`config.mk`:
```
export PLATFORM = sky130hd
export DESIGN_NAME = aux_status_chan
export DESIGN_NICKNAME = d
export VERILOG_FILES = /design/src/rtl/auxci_pkg.sv /design/src/rtl/auxci_cfg.sv /design/src/rtl/auxci_tx_shape.sv /design/src/rtl/auxci_rx_track.sv /design/src/rtl/aux_status_chan.sv
export SDC_FILE = /design/constraint.sdc
export NUM_CORES = 1
export LEC_CHECK = 0
export BUFFER_PORTS_ARGS = -buffer_cell sky130_fd_sc_hd__buf_4
export CORE_ASPECT_RATIO = 1.2
export CORE_MARGIN = 2
export CORE_UTILIZATION = 32
export DETAILED_ROUTE_END_ITERATION = 10
export PLACE_DENSITY_LB_ADDON = 0.12
export SYNTH_ARGS = -nofsm -noshare
export SYNTH_HDL_FRONTEND = slang
export SYNTH_SLANG_ARGS = --single-unit
```
`constraint.sdc`:
```
create_clock -name clk -period 2 [get_ports clk]
set_clock_uncertainty 0.05 [all_clocks]
set_input_delay 0.2 -clock clk [delete_from_list [all_inputs] [get_ports clk]]
set_output_delay 0.2 -clock clk [all_outputs]
set_load 0.03 [all_outputs]
```
`src/rtl/auxci_pkg.sv`:
```
package auxci_pkg;

    typedef enum logic [1:0] {
        TRK_NOREF = 2'd0,
        TRK_QUIET = 2'd1,
        TRK_HELD  = 2'd2
    } trk_state_t;

endpackage

```
`src/rtl/auxci_cfg.sv`:
```
module auxci_cfg #(
    parameter int CODE_W = 6
) (
    input  logic              clk,
    input  logic              rst_n,
    input  logic              wr_i,
    input  logic              wide_i,
    input  logic              en_i,
    input  logic [CODE_W-1:0] tx_i,
    output logic              wide_o,
    output logic              en_o,
    output logic [CODE_W-1:0] tx_o
);

    always_ff @(posedge clk or negedge rst_n) begin
        if (!rst_n) begin
            wide_o <= 1'b0;
            en_o   <= 1'b1;
            tx_o   <= '1;
        end else if (wr_i) begin
            wide_o <= wide_i;
            en_o   <= en_i;
            tx_o   <= tx_i;
        end
    end

endmodule

```
`src/rtl/auxci_tx_shape.sv`:
```
module auxci_tx_shape #(
    parameter int CODE_W   = 6,
    parameter int NARROW_W = 4
) (
    input  logic              wide_i,
    input  logic [CODE_W-1:0] word_i,
    output logic [CODE_W-1:0] code_o
);

    for (genvar b = 0; b < CODE_W; b++) begin : g_bit
        if (b < NARROW_W) begin : g_low
            assign code_o[b] = word_i[b];
        end else begin : g_high
            assign code_o[b] = wide_i ? word_i[b] : 1'b1;
        end
    end

endmodule

```
`src/rtl/auxci_rx_track.sv`:
```
module auxci_rx_track
    import auxci_pkg::*;
#(
    parameter int CODE_W   = 6,
    parameter int NARROW_W = 4
) (
    input  logic              clk,
    input  logic              rst_n,
    input  logic              frame_i,
    input  logic [CODE_W-1:0] rx_i,
    input  logic              wide_i,
    input  logic              clr_i,
    output logic [CODE_W-1:0] rx_q,
    output logic              pend_o
);

    localparam int PAD_W = CODE_W - NARROW_W;
    localparam logic [CODE_W-1:0] MASK_N = {{PAD_W{1'b0}}, {NARROW_W{1'b1}}};

    trk_state_t        state_q;
    trk_state_t        state_d;
    logic [CODE_W-1:0] cmp_mask;
    logic              chg;

    assign cmp_mask = wide_i ? {CODE_W{1'b1}} : MASK_N;
    assign chg      = frame_i && (|((rx_q ^ rx_i) & cmp_mask));

    always_ff @(posedge clk or negedge rst_n) begin
        if (!rst_n) begin
            rx_q <= '1;
        end else if (frame_i) begin
            rx_q <= rx_i;
        end
    end

    always_ff @(posedge clk or negedge rst_n) begin
        if (!rst_n) begin
            state_q <= TRK_NOREF;
        end else begin
            state_q <= state_d;
        end
    end

    always_comb begin
        state_d = state_q;
        unique case (state_q)
            TRK_NOREF: if (frame_i)          state_d = TRK_QUIET;
            TRK_QUIET: if (chg)              state_d = TRK_HELD;
            TRK_HELD:  if (clr_i && !chg)    state_d = TRK_QUIET;
            default:                         state_d = TRK_NOREF;
        endcase
    end

    always_comb begin
        unique case (state_q)
            TRK_HELD: pend_o = 1'b1;
            default:  pend_o = 1'b0;
        endcase
    end

endmodule

```
`src/rtl/aux_status_chan.sv`:
```
module aux_status_chan
    import auxci_pkg::*;
#(
    parameter int CODE_W   = 6,
    parameter int NARROW_W = 4
) (
    input  logic              clk,
    input  logic              rst_n,
    input  logic              frame_tick,
    input  logic [CODE_W-1:0] rx_in,
    output logic [CODE_W-1:0] tx_code,
    output logic [CODE_W-1:0] rx_code,
    input  logic              cfg_wr,
    input  logic              cfg_wide_in,
    input  logic              cfg_en_in,
    input  logic [CODE_W-1:0] cfg_tx_in,
    input  logic              ch0_evt,
    input  logic              stat_rd,
    output logic [1:0]        stat_flags,
    output logic              irq
);

    logic              cfg_wide;
    logic              cfg_en;
    logic [CODE_W-1:0] cfg_tx;
    logic              pend;
    logic              ch0_flag;

    auxci_cfg #(.CODE_W(CODE_W)) u_cfg (
        .clk    (clk),
        .rst_n  (rst_n),
        .wr_i   (cfg_wr),
        .wide_i (cfg_wide_in),
        .en_i   (cfg_en_in),
        .tx_i   (cfg_tx_in),
        .wide_o (cfg_wide),
        .en_o   (cfg_en),
        .tx_o   (cfg_tx)
    );

    auxci_tx_shape #(.CODE_W(CODE_W), .NARROW_W(NARROW_W)) u_tx (
        .wide_i (cfg_wide),
        .word_i (cfg_tx),
        .code_o (tx_code)
    );

    auxci_rx_track #(.CODE_W(CODE_W), .NARROW_W(NARROW_W)) u_rx (
        .clk     (clk),
        .rst_n   (rst_n),
        .frame_i (frame_tick),
        .rx_i    (rx_in),
        .wide_i  (cfg_wide),
        .clr_i   (stat_rd && cfg_en),
        .rx_q    (rx_code),
        .pend_o  (pend)
    );

    always_ff @(posedge clk or negedge rst_n) begin
        if (!rst_n) begin
            ch0_flag <= 1'b0;
        end else if (ch0_evt) begin
            ch0_flag <= 1'b1;
        end else if (stat_rd) begin
            ch0_flag <= 1'b0;
        end
    end

    assign stat_flags = {pend && cfg_en, ch0_flag};
    assign irq        = |stat_flags;

endmodule

```
==> impl_metrics.py <==
metrics = {
    "floorplanning": {
        "core_um2": 2480,
        "die_area_um2": 2950,
        "row_count": 20,
        "die_y_um": 59.1,
        "start_util": 0.327,
        "die_w_um": 50.0,
        "ios": 35,
    },
    "setup_path": {
        "crit_fanout": 5,
        "worstSetupPathType": "register to output pin",
        "cp-end-kind": "output pin",
        "reg2reg_slack_ns": 0.60,
        "r2r-start": "u_rx.rx_q[1]",
        "cp_data_arrival_time_ns": 1.47,
        "r2r_end": "u_rx.state_q[1]",
        "start_kind": "register",
        "worstPathRequired_ns": 1.75,
        "r2r_cells": 4,
    },
    "place": {
        "portBuffers": 34,
        "dpl.cell_count": 121,
        "globalplace.congestion": 0.636,
        "place_worst_setup_slack_ns": 0.594,
        "hpwl_um": 1120,
    },
    "logic_synthesis": {
        "syn-num-nets": 81,
        "avgSynthCellArea_um2": 13.3,
        "yosys.cell_types.count": 19,
        "synth_area_leader_cell": "dfstp_2",
        "synth-compound-area-share": 0.0586,
        "synth_cells": 61,
        "synthesis.area_um2": 811,
        "synth-seq-cells": 17,
        "synth_top_family_by_area": "multiplexers",
        "ys.warnings.count": 0,
        "synth_top_area_share": 0.421,
        "synth-simple-area-share": 0.0633,
        "seq_area_frac_synth": 0.545,
        "synthXorXnorAreaFrac": 0.0756,
        "synth_area_leaders": "dfstp_2 (42%), mux2_2 (19%), dfrtp_1 (12%)",
        "yosys.area_share.adder": 0,
        "synth_mux_area_frac": 0.194,
    },
    "cells_and_area": {
        "n_fill_cell": 248,
        "drive_gt1_frac": 0.710,
        "stdcell_count": 126,
        "syn2layout_area_growth_pct": 35.2,
        "antenna_cells": 0,
        "final_nets": 114,
    },
    "job": {
        "drv_cap": 0,
    },
    "route": {
        "drt-total-wl_um": 1420,
        "num_vias": 552,
        "dr.pass1.iters": 3,
        "drc_errors": 0,
        "drt_iter0_drc": 6,
        "final_antenna_net_count": 0,
        "routed_via_density": 4.38,
        "routedWlPerCell_um": 11.2,
    },
    "clock_network": {
        "cts_inserted_buffers": 3,
        "clk_transition_reported_paths_ns": 0.10,
        "clk-insertion-delay-late_ns": 0.29,
        "clk_path_buf_depth": 2,
        "cts_tree": "built",
        "cts_root_buf": "clkbuf_4",
        "cts_sinks": 17,
        "cts_resized": 0,
        "cts-htree-levels": 1,
    },
    "hold_path": {
        "whs_endpoint": "ch0_flag",
        "hold_path_depth": 2,
        "min-delay-start": "ch0_evt",
        "min_path_type": "input port to register",
    },
    "global_routing": {
        "grt_antenna_before_repair": 0,
        "grt_max_degree": 18,
        "grt_pass1_wl_um": 2420,
        "track_usage": 0.109,
        "grt_pass1_vias": 594,
        "grt_remaining_overflow": 0,
    },
    "timing": {
        "relSlewSlack": 0.854,
        "fin_ws_ns": 0.281,
        "rsz0062_at_grt": "no",
        "drv_slew": 0,
        "min_period_ns": 1.72,
        "period_share": 0.860,
        "hold_violations": 0,
        "tightest_slew_ns": 0.219,
        "setup_tns_ns": 0,
        "clock.fmax_ghz": 0.582,
        "setup_violations": 0,
    },
    "outcome": {
        "status": "completed",
    },
    "power_and_ir_drop": {
        "p_per_area_nw_per_um2": 849,
        "irDropWorstVdd_mv": 0.345,
        "power.leakage_uw": 0.000489,
        "power_uw": 930,
    },
}
-- state kept, by name (all words and copies together) (netlist names) --
register,count
u_rx.state_q,2
u_cfg.en_o,1
ch0_flag,1
u_cfg.wide_o,1
u_rx.rx_q,6
u_cfg.tx_o,6
-- synthesized netlist by cell type (all sizes together) --
master and count:
a21o 1, a21oi 1, a32o 1, and2 1, buf 7, dfrtp 4
dfstp 13, inv 1, mux2 14, nand2 2, nand2b 2, nor2b 1
nor4 1, o21a 1, o21ai 2, o31ai 1, or2 1, xor2 7
-- worst max path at each step --
stage	start	end	slack, ns	cells after the start
3_3_place_gp	u_rx.state_q[1]	irq	0.61	4
4_1_cts	u_rx.state_q[1]	irq	0.26	4
5_1_grt	u_rx.state_q[1]	irq	0.20	4
2_1_floorplan	u_rx.rx_q[1]	u_rx.state_q[1]	0.54	4
6_report	u_rx.state_q[1]	irq	0.28	4
3_5_place_dp	u_rx.state_q[1]	irq	0.59	4
-- cell families after synthesis --
family / count (synthesis)
mux: 14
xor+xnor: 7
compound gates: 7
flops: 17
simple gates: 8
buf+inv: 8
-- where the power goes --
part / switching (uW) / leakage [uW] / total (uW) / internal (uW)
sequential: 45.6 / 0.000184 / 459 / 414
combinational: 144 / 0.000290 / 288 / 144
clock: 105 / 0.0000150 / 183 / 77.5
total: 295 / 0.000489 / 930 / 635
-- worst max-delay path, cell delays in order (launching register included) --
cell     delay [ns]
dfrtp_1        0.43
nor2b_1        0.16
and2_1         0.16
or2_2          0.26
buf_4          0.17
-- routing by layer --
| metal | global-route usage | vias to the layer above | part of all wire |
|---|---|---|---|
| met1 | 0.121 | 267 | 0.39 |
| li1 | - | 267 | - |
| met2 | 0.196 | 14 | 0.55 |
| met4 | 0.0714 | 0 | 0.019 |
| met5 | 0 | - | 0 |
| met3 | 0.0152 | 4 | 0.038 |
-- what timing repair did --
item,4_1_cts,5_1_grt
endpoints found under the hold margin,17,0
setup buffers,0,0
hold buffers,1,0
-- final cells by class --
type	count	area, um2	share of cell area
Sequential cell	17	442	0.403
Multi-Input combinational cell	36	318	0.290
Timing Repair Buffer	35	265	0.242
Tap cell	33	41.3	0.0377
Clock buffer	4	26.3	0.0240
Inverter	1	3.75	0.00342
-- cells in the final DEF (no fill, tap or decap) --
| cell type | n |
|---|---|
| buf_4 | 34 |
| mux2_2 | 14 |
| dfstp_2 | 13 |
| xor2_1 | 7 |
| dfrtp_1 | 4 |
| clkbuf_4 | 3 |
| nand2b_1 | 2 |
| o21ai_0 | 2 |
| nand2_1 | 2 |
| nor2b_1 | 1 |
| and2_1 | 1 |
| or2_2 | 1 |
| inv_1 | 1 |
| a21o_1 | 1 |
| nor4_2 | 1 |
| a32o_1 | 1 |
| o21a_1 | 1 |
| o31ai_1 | 1 |
| a21oi_1 | 1 |
| clkbuf_1 | 1 |
| dlygate4sd3_1 | 1 |
-- through the flow --
step	utilization	instance area, um2	hold slack, ns
finish	0.442	1100	0.0336
global route	0.442	1100	0.0339
CTS	0.442	1100	0.0216
detailed placement	0.428	1060	0.0303
global placement	0.428	1060	0.0293
floorplan	-	811	-0.146
Note: power is estimated with default switching activity, not from simulation.
